<file path="config.mk">
export PLATFORM = sky130hd
export DESIGN_NAME = det_interlock
export DESIGN_NICKNAME = d
export VERILOG_FILES = /design/src/rtl/det_ilk_pkg.sv /design/src/rtl/ilk_relay_sync.sv /design/src/rtl/ilk_relay_qual.sv /design/src/rtl/ilk_state_fsm.sv /design/src/rtl/ilk_out_gate.sv /design/src/rtl/det_interlock.sv
export SDC_FILE = /design/constraint.sdc
export NUM_CORES = 1
export LEC_CHECK = 0
export BUFFER_PORTS_ARGS = -buffer_cell sky130_fd_sc_hd__buf_2
export CAP_MARGIN = 10
export CORE_UTILIZATION = 40
export CTS_CLUSTER_SIZE = 30
export DETAILED_ROUTE_END_ITERATION = 10
export HOLD_SLACK_MARGIN = 0.1
export PLACE_DENSITY_LB_ADDON = 0.25
export SETUP_SLACK_MARGIN = 0.2
export SLEW_MARGIN = 20
export SYNTH_ARGS = -nofsm -noshare
export SYNTH_HDL_FRONTEND = slang
export SYNTH_SLANG_ARGS = --single-unit
</file>
<file path="constraint.sdc">
create_clock -name clk_i -period 4.15 [get_ports clk_i]
set_clock_uncertainty 0.2 [all_clocks]
set_input_delay 0.415 -clock clk_i [delete_from_list [all_inputs] [get_ports clk_i]]
set_output_delay 0.415 -clock clk_i [all_outputs]
set_load 0.01 [all_outputs]
</file>
<file path="src/rtl/det_ilk_pkg.sv">
package det_ilk_pkg;
  typedef enum logic {
    ST_ARMED  = 1'b0,
    ST_LOCKED = 1'b1
  } ilk_state_e;
endpackage

</file>
<file path="src/rtl/ilk_relay_sync.sv">
module ilk_relay_sync #(
  parameter int unsigned STAGES = 2
) (
  input  logic clk_i,
  input  logic rst_ni,
  input  logic async_i,
  output logic sync_o
);
  logic [STAGES-1:0] chain_q;

  always_ff @(posedge clk_i or negedge rst_ni) begin
    if (!rst_ni) chain_q <= '0;
    else         chain_q <= {chain_q[STAGES-2:0], async_i};
  end

  assign sync_o = chain_q[STAGES-1];
endmodule

</file>
<file path="src/rtl/ilk_relay_qual.sv">
module ilk_relay_qual #(
  parameter int unsigned HOLD_CYCLES = 50000
) (
  input  logic clk_i,
  input  logic rst_ni,
  input  logic closed_i,
  output logic closed_ok_o
);
  localparam int unsigned CW = (HOLD_CYCLES > 1) ? $clog2(HOLD_CYCLES + 1) : 1;
  localparam logic [CW-1:0] LAST = CW'(HOLD_CYCLES - 1);

  logic [CW-1:0] cnt_q;
  logic          ok_q;

  // any open clears progress at once; a close counts up to the window
  always_ff @(posedge clk_i or negedge rst_ni) begin
    if (!rst_ni) begin
      cnt_q <= '0;
      ok_q  <= 1'b0;
    end else if (!closed_i) begin
      cnt_q <= '0;
      ok_q  <= 1'b0;
    end else if (!ok_q) begin
      if (cnt_q == LAST) ok_q  <= 1'b1;
      else               cnt_q <= cnt_q + 1'b1;
    end
  end

  assign closed_ok_o = ok_q;
endmodule

</file>
<file path="src/rtl/ilk_state_fsm.sv">
module ilk_state_fsm
  import det_ilk_pkg::*;
(
  input  logic clk_i,
  input  logic rst_ni,
  input  logic closed_sync_i,
  input  logic closed_ok_i,
  input  logic ack_i,
  output logic locked_o
);
  ilk_state_e state_q, state_d;

  always_comb begin
    state_d = state_q;
    if (!closed_sync_i)           state_d = ST_LOCKED;
    else if (closed_ok_i && ack_i) state_d = ST_ARMED;
  end

  always_ff @(posedge clk_i or negedge rst_ni) begin
    if (!rst_ni) state_q <= ST_LOCKED;
    else         state_q <= state_d;
  end

  assign locked_o = (state_q == ST_LOCKED);
endmodule

</file>
<file path="src/rtl/ilk_out_gate.sv">
module ilk_out_gate #(
  parameter int unsigned N_CH = 16
) (
  input  logic            locked_i,
  input  logic [N_CH-1:0] mask_i,
  output logic [N_CH-1:0] en_o
);
  for (genvar g = 0; g < N_CH; g++) begin : g_ch
    assign en_o[g] = mask_i[g] & ~locked_i;
  end
endmodule

</file>
<file path="src/rtl/det_interlock.sv">
module det_interlock #(
  parameter int unsigned N_CH        = 16,
  parameter int unsigned HOLD_CYCLES = 50000,
  parameter int unsigned SYNC_STAGES = 2
) (
  input  logic            clk_i,
  input  logic            rst_ni,
  input  logic            relay_closed_i,
  input  logic            ack_sw_i,
  input  logic            ack_btn_i,
  input  logic [N_CH-1:0] det_mask_i,
  output logic            ilk_o,
  output logic            led_o,
  output logic [N_CH-1:0] det_en_o
);
  logic closed_sync;
  logic closed_ok;
  logic locked;

  ilk_relay_sync #(.STAGES(SYNC_STAGES)) u_sync (
    .clk_i(clk_i), .rst_ni(rst_ni), .async_i(relay_closed_i), .sync_o(closed_sync)
  );

  ilk_relay_qual #(.HOLD_CYCLES(HOLD_CYCLES)) u_qual (
    .clk_i(clk_i), .rst_ni(rst_ni), .closed_i(closed_sync), .closed_ok_o(closed_ok)
  );

  ilk_state_fsm u_fsm (
    .clk_i(clk_i), .rst_ni(rst_ni), .closed_sync_i(closed_sync),
    .closed_ok_i(closed_ok), .ack_i(ack_sw_i | ack_btn_i), .locked_o(locked)
  );

  ilk_out_gate #(.N_CH(N_CH)) u_gate (
    .locked_i(locked), .mask_i(det_mask_i), .en_o(det_en_o)
  );

  assign ilk_o = locked;
  assign led_o = locked;
endmodule

</file>
==> run summary, run 1 <==
Outcome = finished, final reports clean
Port Buf Inserts = 38
Top post-synthesis cells by area = dfrtp_1 (42%), nor2b_1 (8.9%), xnor2_1 (4.7%), nand2_1 (3.3%), mux2i_1 (2.7%)
Area leader, netlist = dfrtp_1
FP Rows = 18
Tmin final = 1.989 ns
Drt first-iter violations = 16
Utilization after layout = 0.5341
Worst Path Required = 4.15 ns
Via Count = 972
Max incr delay on CP = 0.44 ns
CTS tree = done
CTS Root Cell = clkbuf_4
Final critical-path share of the clock period = 0.4792
Routability cong. = 0.8073
Layout cells sized above 1 = 0.3141
CTS sink count = 20
Clk_lat worst skew = 0.31 ns
RSZ-0062 raised after global routing = false
Hold Crit Depth = 4
DRC violations left = 0
Clock Tree Buf Depth = 2
Worst path slowest cell = dfrtp_1
MaxCap Viol Count = 0
P&R area growth vs syn = 22.05%
H-tree depth = 1
Area fraction of the dominant cell type after synthesis = 0.4232
Initial antenna violation count = 0
All-Layer GR Usage = 0.1908
Crit path DAT = 1.99 ns
Max FO, Critical Path = 5
Min-delay src = ack_sw_i
WL per Instance = 12.72 µm
Die area = 0.003025 mm²
Cell variety after synth = 37
Reg2Reg Launch Point = u_qual.cnt_q[11]
Critical path, cell by cell = or3_1 -> nor4_2 -> a21oi_2 -> a311oi_1
CP Capture Type = flip-flop
Reg2Reg Setup Slack = 2.16 ns
Pleak = 0.6686 nW
HP Class = input port to flip-flop
Clock-pin slew on the worst setup and hold paths = 0.12 ns
Total gr overflow = 0
Pwr/cell area = 235.9 mW/mm²
Maximum vdd drop = 148.7 µV
Cell depth of the worst flop-to-flop path = 4
Final ANT Viol Nets = 0
Antenna Cells = 0
#FFs+latches synth = 20
Hold endpoint = u_fsm.locked_o
DPL Wire Length = 1758 µm
Fin nets = 179
Synthesized area = 0.001124 mm²
Yosys warnings = 0
Syn_area_per_cell = 9.686 µm²
Post-Syn Instances = 116
Pin count of the biggest net entering global routing = 21
Fmax = 502.9 MHz
Least-Margin Pin Slew = 0.4355 ns
Crit path launch type = flip-flop
DRT Pass-1 Iters = 4
Drt total wl = 2366 µm
Via count of the first global-routing pass = 877
Sequential fraction of the synthesis area = 0.4465
Post-CTS Resized = 0
Slew margin rel. = 0.7097
Syn Nets = 138
Worst setup path class = flip-flop to flip-flop
Starting density of the core = 0.4376
Reg2reg end = u_qual.cnt_q[2]
First-pass GRT wire length = 4084 µm
Fin. max-slew vios = 0
Die Ht = 55 µm
Vias/cell = 5.226
Setup_tns = 0 ns
IO Count = 39
Final setup viols = 0
Core Area = 0.002567 mm²
Number of buffers created by CTS = 3
Die X = 55 µm
Final Hold Violating Endpoints = 0
==> area by class of cell <==
cell class | count | area [µm²]
clock buffer | 4 | 26.28
fill | 238 | 1196
inverter | 5 | 18.77
multi-input combinational | 87 | 576.8
sequential | 20 | 501.7
tap | 30 | 37.54
timing repair buffer | 40 | 210.2
==> sequential cells by signal, summed over array words and instances, names as in the netlist <==
signal and flops:
u_fsm.locked_o 1, u_qual.closed_ok_o 1, u_qual.cnt_q 16, u_sync.chain_q 2
==> through the flow <==
| stage | total power, W | instance area (µm²) | cells | worst slack, ns | hold WS (ns) |
|---|---|---|---|---|---|
| detailed placement | 0.0002283 | 1325 | 180 | 2.219 | 0.1364 |
| floorplan | 0.0002151 | 1124 | 116 | 2.364 | -0.08059 |
| CTS | 0.0003267 | 1371 | 186 | 2.167 | 0.1441 |
| global route | 0.0003395 | 1371 | 186 | 2.058 | 0.1688 |
| global placement | 0.0002274 | 1325 | 180 | 2.286 | 0.1423 |
| finish | 0.0003236 | 1371 | 186 | 2.161 | 0.1470 |
==> critical path: cells and delay by family, from the launching register on <==
| family | cells | cell delay [ns] |
|---|---|---|
| simple gates | 2 | 0.77 |
| compound gates | 2 | 0.47 |
| flops | 1 | 0.44 |
==> worst max-delay path by stage <==
| stage | start | to | slack [ns] | depth (start not counted) |
|---|---|---|---|---|
| after global routing | u_qual.cnt_q[11] | u_qual.cnt_q[2] | 2.06 | 4 |
| final | u_qual.cnt_q[11] | u_qual.cnt_q[2] | 2.16 | 4 |
| after global placement | u_qual.cnt_q[11] | u_qual.cnt_q[2] | 2.29 | 4 |
| after detailed placement | u_qual.cnt_q[11] | u_qual.cnt_q[2] | 2.22 | 4 |
| after CTS | u_qual.cnt_q[11] | u_qual.cnt_q[2] | 2.17 | 4 |
| after floorplan | u_qual.cnt_q[11] | u_qual.cnt_q[2] | 2.36 | 4 |
==> per-layer routing <==
| metal | up-vias | track usage | share of wire |
|---|---|---|---|
| met3 | 4 | 0.02459 | 0.032 |
| met4 | 0 | 0.06250 | 0.0097 |
| met2 | 20 | 0.2972 | 0.48 |
| met5 | - | 0 | 0 |
| li1 | 481 | - | - |
| met1 | 467 | 0.2727 | 0.48 |
==> cell families (layout without fill, tap and decap cells) <==
kind of cell	Yosys count	count (layout)	synth area share
simple gates	63	63	0.3508
buf+inv	9	49	0.04010
flops	20	20	0.4466
xor+xnor	7	7	0.05457
fa+ha+maj	1	1	0.01113
mux	3	3	0.02673
compound gates	13	13	0.07017
==> layout by cell type, fill, tap and decap left out, types with 2 or more instances in the layout <==
master | synthesis | routed
clkbuf_4 | 0 | 3
inv_1 | 5 | 5
a21oi_1 | 4 | 4
nand2b_1 | 2 | 2
or3_1 | 3 | 3
dlygate4sd3_1 | 0 | 2
o21ai_0 | 4 | 4
nand3_2 | 2 | 2
nor3_1 | 2 | 2
nand2_1 | 10 | 10
nand4_1 | 3 | 3
nor4b_1 | 2 | 2
buf_2 | 0 | 38
nor4_1 | 4 | 4
nand3_1 | 2 | 2
mux2i_1 | 3 | 3
dfrtp_1 | 19 | 19
nor2_1 | 8 | 8
nor2b_1 | 16 | 16
xnor2_1 | 6 | 6
==> where the power goes <==
part	switching (W)	internal [W]	total, W
clock	0.0000606	0.0000375	0.0000980
sequential	0.00000480	0.000198	0.000203
combinational	0.00000988	0.0000127	0.0000226
==> cell usage after synthesis, drive strengths merged <==
library cell / n
nor4: 5
a31oi: 1
dfstp: 1
buf: 2
and4b: 1
ha: 1
a311oi: 1
nor3b: 1
nor2b: 16
a21oi: 5
o21ai: 4
nor4b: 2
and3: 1
o21a: 1
nand2b: 2
inv: 5
and2: 1
mux2i: 3
nand2: 10
or3: 4
nor3: 2
clkbuf: 2
dfrtp: 19
o31ai: 1
nand4: 3
nand4bb: 1
xnor2: 6
xor2: 1
nor2: 8
or4: 1
nand3b: 1
nand3: 4
==> what timing repair did <==
item | CTS | global route
buffers inserted | 0 | 0
hold buffers | 2 | 0
hold endpoints to repair | 20 | 0
Note: power is estimated with default switching activity, not from simulation.
==> run 2, diff against run 1 <==
clock period = 1.9 ns   (was 4.15 ns; I/O delays follow)
==> run 2 against run 1 <==
Net effect:
- first-iteration DRC count increased by 56%
- worst setup slack got worse by 2.1 ns
- non-clock buffer count increased by 18
- design area increased by 19%
- critical path type unchanged
- power increased by 140%
- routed wire length increased by 20%
- critical path depth increased by 1
- sequential cell count unchanged
- combinational power increased to 3.0 times the previous value
- via count increased by 8.1%
- register-to-register slack got worse by 2.1 ns
==> run summary, run 2 (synthesis gave the netlist of run 1 again) <==
All-Layer GR Usage = 0.1906 (-0.0002197)
Routability cong. = 0.7689 (-4.8%)
Max FO, Critical Path = 2 (-3)
Placed cell area = 0.001348 mm² (+1.7%)
CTS sink count = 20 (unchanged)
Largest regs = u_qual.cnt_q: 16 flops, u_sync.chain_q: 2 flops
Worst Path Required = 1.91 ns (-2.24 ns)
Final critical-path share of the clock period = 0.9691 (+0.4899)
Antenna Cells = 0 (unchanged)
WP buf/inv = 1 (+1)
Drt first-iter violations = 25 (+9)
CTS Root Cell = clkbuf_4
Post-Place Setup Slack = 0.05600 ns (-2.163 ns)
Fin. max-slew vios = 0 (unchanged)
Die Ht = 55 µm (unchanged)
CTS tree = done
Port Buf Inserts = 38 (unchanged)
Worst path slowest cell = dfrtp_1
Maximum vdd drop = 387.3 µV (+160%)
Fin nets = 197 (+10%)
Finished Cell Area = 0.001627 mm² (+19%)
Most frequent cells in the layout = buf_2 (38), nor2b_1 (16), buf_4 (16), dfrtp_1 (16), nand2_1 (9)
CP Capture Type = flip-flop
Via count of the first global-routing pass = 944 (+7.6%)
Crit path max-delay family = simple AND/OR/NAND/NOR gates
FP Rows = 18 (unchanged)
Die area = 0.003025 mm² (unchanged)
IO Count = 39 (unchanged)
P&R area growth vs syn = 44.77%
Least-Margin Pin Slew = 0.4649 ns (+0.02946 ns)
Critical path, cell by cell = or3_4 -> nor4_4 -> buf_4 -> nor3_2 -> o21a_1
WL per Instance = 13.97 µm (+9.8%)
Max incr delay on CP = 0.41 ns (-0.03 ns)
Clock Tree Buf Depth = 2 (unchanged)
Core Area = 0.002567 mm² (unchanged)
Largest register FFs = 16 (unchanged)
Outcome = finished, final reports clean
Initial antenna violation count = 0 (unchanged)
HP Class = input port to asynchronous set/reset pin
Slew margin rel. = 0.6900 (-0.01964)
MaxCap Viol Count = 0 (unchanged)
First-pass GRT wire length = 4146 µm (+1.5%)
Clock-pin slew on the worst setup and hold paths = 0.12 ns (about the same)
Number of buffers created by CTS = 3 (unchanged)
Final Hold Violating Endpoints = 0 (unchanged)
Layout cells sized above 1 = 0.4655 (+0.1514)
Starting density of the core = 0.4376 (unchanged)
Total gr overflow = 0 (unchanged)
Tmin final = 1.841 ns (-0.1473 ns)
Clk_lat worst skew = 0.30 ns (about the same)
H-tree depth = 1 (unchanged)
DRC violations left = 0 (unchanged)
Worst setup path class = flip-flop to flip-flop
Register with the most flip-flops = u_qual.cnt_q
RSZ-0062 raised after global routing = true
Crit path launch type = flip-flop
Vias/cell = 5.152 (-1.4%)
Final ANT Viol Nets = 0 (unchanged)
Die X = 55 µm (unchanged)
DRT Pass-1 Iters = 4 (unchanged)
Drt total wl = 2850 µm (+20%)
Pwr/cell area = 469.4 mW/mm² (+99%)
DPL Wire Length = 1846 µm (+5.0%)
Crit path DAT = 1.85 ns (-0.14 ns)
Via Count = 1,051 (+8.1%)
Pin count of the biggest net entering global routing = 21 (unchanged)
Pleak = 0.7738 nW (+16%)
Final setup viols = 0 (unchanged)
Commonest non-fill, non-tap cell in the layout = buf_2
Final worst setup slack = 0.05879 ns (-2.103 ns)
Setup_tns = 0 ns (unchanged)
Fmax = 543.1 MHz (+8.0%)
[run 2: final timing paths]
path	from	endpoint	slack (ns)	cells after the start
setup / recovery	u_qual.cnt_q[12]	u_qual.cnt_q[4]	0.06	5
hold / removal	rst_ni	u_qual.cnt_q[4]	0.16	2
setup reg to reg	u_qual.cnt_q[12]	u_qual.cnt_q[4]	0.06	5
hold reg to reg	u_sync.chain_q[0]	u_sync.chain_q[1]	0.16	0
max in group asynchronous	rst_ni	u_fsm.locked_o	1.00	2
min in group clk_i	u_sync.chain_q[0]	u_sync.chain_q[1]	0.16	0
[run 2: what timing repair did]
action | 4_1_cts | 5_1_grt
gates resized for setup | 8 | 14
setup buffers | 5 | 8
setup endpoints to repair | 11 | 29
endpoints found under the hold margin | 22 | 0
pin swaps | 4 | 12
hold buffers | 4 | 0
[run 2: power breakdown]
| part | switching [W] | internal (W) |
|---|---|---|
| clock | 0.000135 | 0.000117 |
| combinational | 0.0000291 | 0.0000386 |
| sequential | 0.0000111 | 0.000433 |
| total | 0.000175 | 0.000588 |
[run 2: per-layer routing]
layer	GRT usage	routed length, µm	vias up
met4	0.03750	25	0
met2	0.3273	1485	29
li1	-	-	519
met5	0	0	-
met1	0.2513	1239	499
met3	0.03279	100	4
[run 2: area by class of cell]
type / count / area, µm²
Fill cell: 210 / 940.9
Timing Repair Buffer: 58 / 350.3
Sequential cell: 20 / 505.5
Inverter: 5 / 18.77
Tap cell: 30 / 37.54
Multi-Input combinational cell: 87 / 678.2
Clock buffer: 4 / 36.28
[run 2: metrics by stage]
stage | hold WS, ns | total power (W) | instances | utilization
detailed placement | -0.03725 | 0.0004993 | 183 | 0.5249
global route | 0.1709 | 0.0007897 | 204 | 0.6335
floorplan | -0.3056 | 0.0004697 | 116 | -
CTS | 0.1612 | 0.0007572 | 196 | 0.5858
global placement | -0.04247 | 0.0004965 | 183 | 0.5249
finish | 0.1553 | 0.0007636 | 204 | 0.6335
